--- src/rtl/mrxc_pkg.sv ---
package mrxc_pkg;

    typedef enum logic [2:0] {
        S_IDLE    = 3'd0,
        S_RX      = 3'd1,
        S_RX_ACK  = 3'd2,
        S_RX_NACK = 3'd3,
        S_STOP    = 3'd4,
        S_TX      = 3'd5,
        S_TX_LAST = 3'd6
    } mrxc_state_e;

endpackage

--- src/rtl/mrxc_cfg_reg.sv ---
module mrxc_cfg_reg #(
    parameter int CNT_W = 8
) (
    input  logic             clk,
    input  logic             rst_n,
    input  logic             wr,
    input  logic [CNT_W:0]   wdata,
    output logic [CNT_W-1:0] target,
    output logic             cont
);
    localparam int REG_W = CNT_W + 1;

    logic [REG_W-1:0] reg_q;

    always_ff @(posedge clk or negedge rst_n) begin
        if (!rst_n) begin
            reg_q <= '0;
        end else if (wr) begin
            reg_q <= wdata;
        end
    end

    assign target = reg_q[CNT_W-1:0];
    assign cont   = reg_q[CNT_W];
endmodule

--- src/rtl/mrxc_counter.sv ---
module mrxc_counter #(
    parameter int CNT_W = 8
) (
    input  logic             clk,
    input  logic             rst_n,
    input  logic             clr,
    input  logic             inc,
    input  logic [CNT_W-1:0] target,
    input  logic             cont,
    output logic [CNT_W-1:0] count,
    output logic             last
);
    localparam logic [CNT_W-1:0] ONE = CNT_W'(1);

    logic [CNT_W-1:0] cnt_q;
    logic [CNT_W-1:0] cnt_nx;

    // wrapping increment: 255 + 1 = 0
    assign cnt_nx = cnt_q + ONE;

    always_ff @(posedge clk or negedge rst_n) begin
        if (!rst_n) begin
            cnt_q <= '0;
        end else if (clr) begin
            cnt_q <= '0;
        end else if (inc) begin
            cnt_q <= cnt_nx;
        end
    end

    // the byte now being counted is the final one
    assign last  = !cont && (cnt_nx == target);
    assign count = cnt_q;
endmodule

--- src/rtl/mrxc_done_flag.sv ---
module mrxc_done_flag (
    input  logic clk,
    input  logic rst_n,
    input  logic set,
    input  logic clr,
    output logic flag
);
    logic flag_q;

    always_ff @(posedge clk or negedge rst_n) begin
        if (!rst_n) begin
            flag_q <= 1'b0;
        end else if (set) begin
            flag_q <= 1'b1;
        end else if (clr) begin
            flag_q <= 1'b0;
        end
    end

    assign flag = flag_q;
endmodule

--- src/rtl/mrxc_fsm.sv ---
module mrxc_fsm
    import mrxc_pkg::*;
(
    input  logic clk,
    input  logic rst_n,
    input  logic en,
    input  logic start,
    input  logic start_rd,
    input  logic rx_byte,
    input  logic last,
    input  logic tx_req,
    input  logic tx_byte,
    input  logic stop_done,
    output logic cnt_clr,
    output logic cnt_inc,
    output logic done_set,
    output logic ack_go,
    output logic ack_nack,
    output logic tx_more,
    output logic stop_req
);
    mrxc_state_e state_q;
    mrxc_state_e state_nx;

    always_ff @(posedge clk or negedge rst_n) begin
        if (!rst_n) begin
            state_q <= S_IDLE;
        end else begin
            state_q <= state_nx;
        end
    end

    always_comb begin
        state_nx = state_q;
        if (!en) begin
            state_nx = S_IDLE;
        end else begin
            unique case (state_q)
                S_IDLE: begin
                    if (start) begin
                        state_nx = start_rd ? S_RX : S_TX;
                    end
                end
                S_RX: begin
                    if (rx_byte) begin
                        state_nx = last ? S_RX_NACK : S_RX_ACK;
                    end
                end
                S_RX_ACK:  state_nx = S_RX;
                S_RX_NACK: state_nx = S_STOP;
                S_STOP: begin
                    if (stop_done) begin
                        state_nx = S_IDLE;
                    end
                end
                S_TX: begin
                    if (tx_byte) begin
                        state_nx = tx_req ? S_TX : S_STOP;
                    end else if (!tx_req) begin
                        state_nx = S_TX_LAST;
                    end
                end
                S_TX_LAST: begin
                    if (tx_byte) begin
                        state_nx = S_STOP;
                    end
                end
                default: state_nx = S_IDLE;
            endcase
        end
    end

    always_comb begin
        ack_go   = (state_q == S_RX_ACK) || (state_q == S_RX_NACK);
        ack_nack = (state_q == S_RX_NACK);
        stop_req = (state_q == S_STOP);
        tx_more  = (state_q == S_TX);
        cnt_clr  = !en || ((state_q == S_IDLE) && start);
        cnt_inc  = en && (state_q == S_RX) && rx_byte;
        done_set = en && (state_q == S_STOP) && stop_done;
    end
endmodule

--- src/rtl/mrx_count_ctrl.sv ---
module mrx_count_ctrl #(
    parameter int CNT_W = 8
) (
    input  logic             clk,
    input  logic             rst_n,
    input  logic             mst_en,
    input  logic             cfg_wr,
    input  logic [CNT_W:0]   cfg_wdata,
    output logic [CNT_W-1:0] cfg_target,
    output logic             cfg_cont,
    output logic [CNT_W-1:0] cur_count,
    input  logic             start,
    input  logic             start_rd,
    input  logic             rx_byte,
    output logic             ack_go,
    output logic             ack_nack,
    input  logic             tx_req,
    input  logic             tx_byte,
    output logic             tx_more,
    output logic             stop_req,
    input  logic             stop_done,
    input  logic             done_clr,
    output logic             txn_done
);
    logic cnt_clr;
    logic cnt_inc;
    logic done_set;
    logic last;

    mrxc_cfg_reg #(.CNT_W(CNT_W)) u_cfg (
        .clk    (clk),
        .rst_n  (rst_n),
        .wr     (cfg_wr),
        .wdata  (cfg_wdata),
        .target (cfg_target),
        .cont   (cfg_cont)
    );

    mrxc_counter #(.CNT_W(CNT_W)) u_cnt (
        .clk    (clk),
        .rst_n  (rst_n),
        .clr    (cnt_clr),
        .inc    (cnt_inc),
        .target (cfg_target),
        .cont   (cfg_cont),
        .count  (cur_count),
        .last   (last)
    );

    mrxc_fsm u_fsm (
        .clk       (clk),
        .rst_n     (rst_n),
        .en        (mst_en),
        .start     (start),
        .start_rd  (start_rd),
        .rx_byte   (rx_byte),
        .last      (last),
        .tx_req    (tx_req),
        .tx_byte   (tx_byte),
        .stop_done (stop_done),
        .cnt_clr   (cnt_clr),
        .cnt_inc   (cnt_inc),
        .done_set  (done_set),
        .ack_go    (ack_go),
        .ack_nack  (ack_nack),
        .tx_more   (tx_more),
        .stop_req  (stop_req)
    );

    mrxc_done_flag u_done (
        .clk   (clk),
        .rst_n (rst_n),
        .set   (done_set),
        .clr   (done_clr),
        .flag  (txn_done)
    );
endmodule

--- config.mk ---
export PLATFORM = sky130hd
export DESIGN_NAME = mrx_count_ctrl
export DESIGN_NICKNAME = d
export VERILOG_FILES = /design/src/rtl/mrxc_pkg.sv /design/src/rtl/mrxc_cfg_reg.sv /design/src/rtl/mrxc_counter.sv /design/src/rtl/mrxc_done_flag.sv /design/src/rtl/mrxc_fsm.sv /design/src/rtl/mrx_count_ctrl.sv
export SDC_FILE = /design/constraint.sdc
export NUM_CORES = 1
export LEC_CHECK = 0
export ABC_CLOCK_PERIOD_IN_PS = 5660
export BUFFER_PORTS_ARGS = -buffer_cell sky130_fd_sc_hd__buf_2
export CAP_MARGIN = 20
export CELL_PAD_IN_SITES_DETAIL_PLACEMENT = 0
export CELL_PAD_IN_SITES_GLOBAL_PLACEMENT = 2
export CORE_MARGIN = 2
export CORE_UTILIZATION = 32
export CTS_CLUSTER_SIZE = 28
export DETAILED_ROUTE_END_ITERATION = 8
export PLACE_DENSITY = 0.89
export SLEW_MARGIN = 20
export SYNTH_ARGS = -nofsm -noshare
export SYNTH_HDL_FRONTEND = slang
export SYNTH_SLANG_ARGS = --single-unit
--- constraint.sdc ---
create_clock -name clk -period 5.66 [get_ports clk]
set_input_delay 0.566 -clock clk [delete_from_list [all_inputs] [get_ports clk]]
set_output_delay 0.566 -clock clk [all_outputs]
set_load 0.01 [all_outputs]
==> impl_metrics.tcl <==
set metrics [dict create \
    totalWireLength_um 2850 \
    netlist_top_cells_count "21 x sky130_fd_sc_hd__dfrtp_1, 10 x sky130_fd_sc_hd__nand2_1, 10 x sky130_fd_sc_hd__nor2_1, 10 x sky130_fd_sc_hd__xnor2_1" \
    worst_ir_drop_vdd_v 0.000113 \
    final-max-slew-violation-count 0 \
    cp_data_required_time_ns 5.09 \
    gr-total-overflow 0 \
    crit_top_cell "sky130_fd_sc_hd__nor2b_1" \
    finish.cell_count_without_fillers 220 \
    cp_cell_sequence "nor2b_1 -> nor2b_1 -> buf_2" \
    worst_hold_path_type "primary input to async pin" \
    totalPowerFinal_mw 0.374 \
    setup_viol 0 \
    most_common_cell_in_the_netlist "sky130_fd_sc_hd__dfrtp_1" \
    floorplan.rows 23 \
    netlist.area_leader.share_pct 40.9 \
    synth-seq-area-share_pct 40.9 \
    dpl.cell_count 216 \
    grt_first_pass_wirelength_um 4530 \
    routed-via-count 1095 \
    crit_slowest_cell "sky130_fd_sc_hd__dfrtp_1" \
    start_util_pct 32.6 \
    worst_slack_ns 3.56 \
    critical_path.max_stage_delay_ns 0.64 \
    synth_cells 131 \
    route.detailed.wl_per_inst_um 13.0 \
    post_drt_via_cell_ratio 4.98 \
    final.fill_count 401 \
    critical_path.endpoint_type "output port" \
    finish.net_count 192 \
    max_cap_viol_count 0 \
    tritoncts "done" \
    postSynthNetCount 152 \
    area.sequential_um2 526 \
    ios 42 \
    number_of_drc_markers_in_iteration_0 33 \
    cp_data_arrival_time_ns 1.53 \
    power.static_leakage_nw 0.746 \
    post_cts_hold_buffer_count 0 \
    postLayoutCellArea_um2 1560 \
    die_h_um 67.3 \
    postCtsSetupRepairBufs 0 \
    cts.root.buffer_cell "sky130_fd_sc_hd__clkbuf_8" \
    cts_made_buffers 3 \
    rsz0062_at_grt "no" \
    utilization_pct 39.7 \
    die_area_um2 4530 \
    ys_ff_latch 21 \
    htree_num_levels 1 \
    post-place-ws_ns 3.62 \
    clock_sink_count 21 \
    ant_nets 0 \
    crit_type "flip-flop to output port" \
    min_period_over_period_pct 37.1 \
    dp_hpwl_um 2230 \
    path_buf_inv 1 \
    vias_in_the_first_global_route 1028 \
    layout-area-overhead-vs-synth_pct 21.8 \
    timing.critical_path.from_type "flip-flop" \
    drive_gt1_share_pct 35.9 \
    antenna_violations_before_repair 0 \
    highest_fanout_seen_on_the_critical_path 16 \
    remaining_drc_errors 0 \
    firstDrtPassIters 4 \
    synth_ff_type "sky130_fd_sc_hd__dfrtp_1" \
    gp_congestion 0.842 \
    path_delay_family "flip-flops" \
    outcome "finished clean" \
    total_inserted_antenna_cells 0 \
    timing.hold.ws_ns 0.257 \
    cts.reportedPaths.clkPinSlew_ns 0.07 \
    cts.repair.resized 0 \
    postPlaceCellArea_um2 1520 \
    place.port_buffers 41 \
    synth_area_per_cell_um2 9.80 \
    finalSetupTns_ns 0 \
    power-per-cell-area_nw_per_um2 239 \
    die_w_um 67.3 \
    netlist.top_cell.by_area "sky130_fd_sc_hd__dfrtp_1" \
    grt.total_usage_pct 13.2 \
    actual_slew_at_the_worst_max_slew_pin_ns 0.641 \
    synth.top_cells.by_area "sky130_fd_sc_hd__dfrtp_1 41%, sky130_fd_sc_hd__mux2_2 7.9%, sky130_fd_sc_hd__xnor2_1 6.8%, sky130_fd_sc_hd__o21ai_1 3.5%, sky130_fd_sc_hd__nand2_1 2.9%" \
    relSlewSlack_pct 57.0 \
    grt_max_degree 22 \
    final.min_clock_period_ns 2.10 \
    design.core.area_um2 3940 \
    synth-edff-count 0 \
    multiInputGateArea_um2 718 \
    synth-warning-count 0 \
    clk_path_buf_depth 2 \
    yosysUniqueCellTypes 40 \
    synth.cell_area_um2 1280 \
    max_freq_ghz 0.476 \
    worst_clock_skew_ns 0.00335 \
    synthArstFlopShare_pct 100 \
    clk-insertion-delay-late_ns 0.25 \
    report.final.hold_viol_count 0 \
]
-- layer usage --
metal,wire length [um],vias up,share of wire (%),global-route usage (%)
li1,-,539,-,-
met1,1290,513,45,16.9
met2,1330,37,46,21.0
met3,201,6,7.0,2.50
met4,41,0,1.4,6.89
met5,0,-,0,0
-- worst register-to-register path: stages, from the launching register on --
cell and delay [ns]:
sky130_fd_sc_hd__dfrtp_1 0.45, sky130_fd_sc_hd__ha_1 0.35, sky130_fd_sc_hd__xor2_1 0.17, sky130_fd_sc_hd__nor4_1 0.18, sky130_fd_sc_hd__nand3_1 0.11, sky130_fd_sc_hd__or4_4 0.54, sky130_fd_sc_hd__o31ai_2 0.18
-- cells by family (layout without fill, tap and decap cells) --
family	count (synthesis)	count (layout)	synth area share [%]
xor+xnor	14	14	9.55
buf+inv	8	47	3.12
simple gates	47	47	21.5
fa+ha+maj	1	1	0.975
mux	11	11	9.45
flops	21	21	40.9
compound gates	29	29	14.4
-- layout make-up --
cell class	count	share of cell area, %
multi-input cells	102	45.9
flip-flops and latches	21	33.6
repair buffers	41	13.1
well taps	50	4.00
clock buffers	4	2.88
inverters	2	0.480
-- worst paths after layout --
kind                                  startpoint  slack, ns  cells past startpoint          endpoint
worst max-delay path            u_fsm.state_q[2]       3.56                      3          stop_req
worst min-delay path                       rst_n       0.26                      1    u_cfg.reg_q[6]
worst max register to register    u_cnt.count[0]       3.59                      6  u_fsm.state_q[0]
min in group clk                        done_clr       0.51                      2       u_done.flag
max in group asynchronous                  rst_n       5.08                      1    u_cfg.reg_q[1]
worst min register to register       u_done.flag       0.53                      2       u_done.flag
-- sequential cells by signal (all words and copies together), names as in the netlist --
name           flops
u_cfg.reg_q        9
u_done.flag        1
u_cnt.count        8
u_fsm.state_q      3
-- cells in the final DEF, fill, tap and decap left out, types with 2 or more instances in the layout --
master                     count
sky130_fd_sc_hd__a21oi_1       4
sky130_fd_sc_hd__and2_1        3
sky130_fd_sc_hd__and3_1        2
sky130_fd_sc_hd__buf_2        41
sky130_fd_sc_hd__clkbuf_8      3
sky130_fd_sc_hd__dfrtp_1      21
sky130_fd_sc_hd__inv_1         2
sky130_fd_sc_hd__mux2_2        9
sky130_fd_sc_hd__mux2i_1       2
sky130_fd_sc_hd__nand2_1      10
sky130_fd_sc_hd__nand3_1       3
sky130_fd_sc_hd__nand3_2       2
sky130_fd_sc_hd__nand3b_1      2
sky130_fd_sc_hd__nor2_1       10
sky130_fd_sc_hd__nor2b_1       6
sky130_fd_sc_hd__o21ai_0       6
sky130_fd_sc_hd__o21ai_1       9
sky130_fd_sc_hd__xnor2_1      10
sky130_fd_sc_hd__xor2_1        4
-- where the power goes --
group	switching (mW)	leakage [nW]	internal, mW	total, mW
sequential	0.0214	0.271	0.162	0.183
clock	0.0454	0.0228	0.0500	0.0954
combinational	0.0474	0.452	0.0477	0.0951
total	0.114	0.746	0.259	0.374
Power figures use the tool's default switching activity.
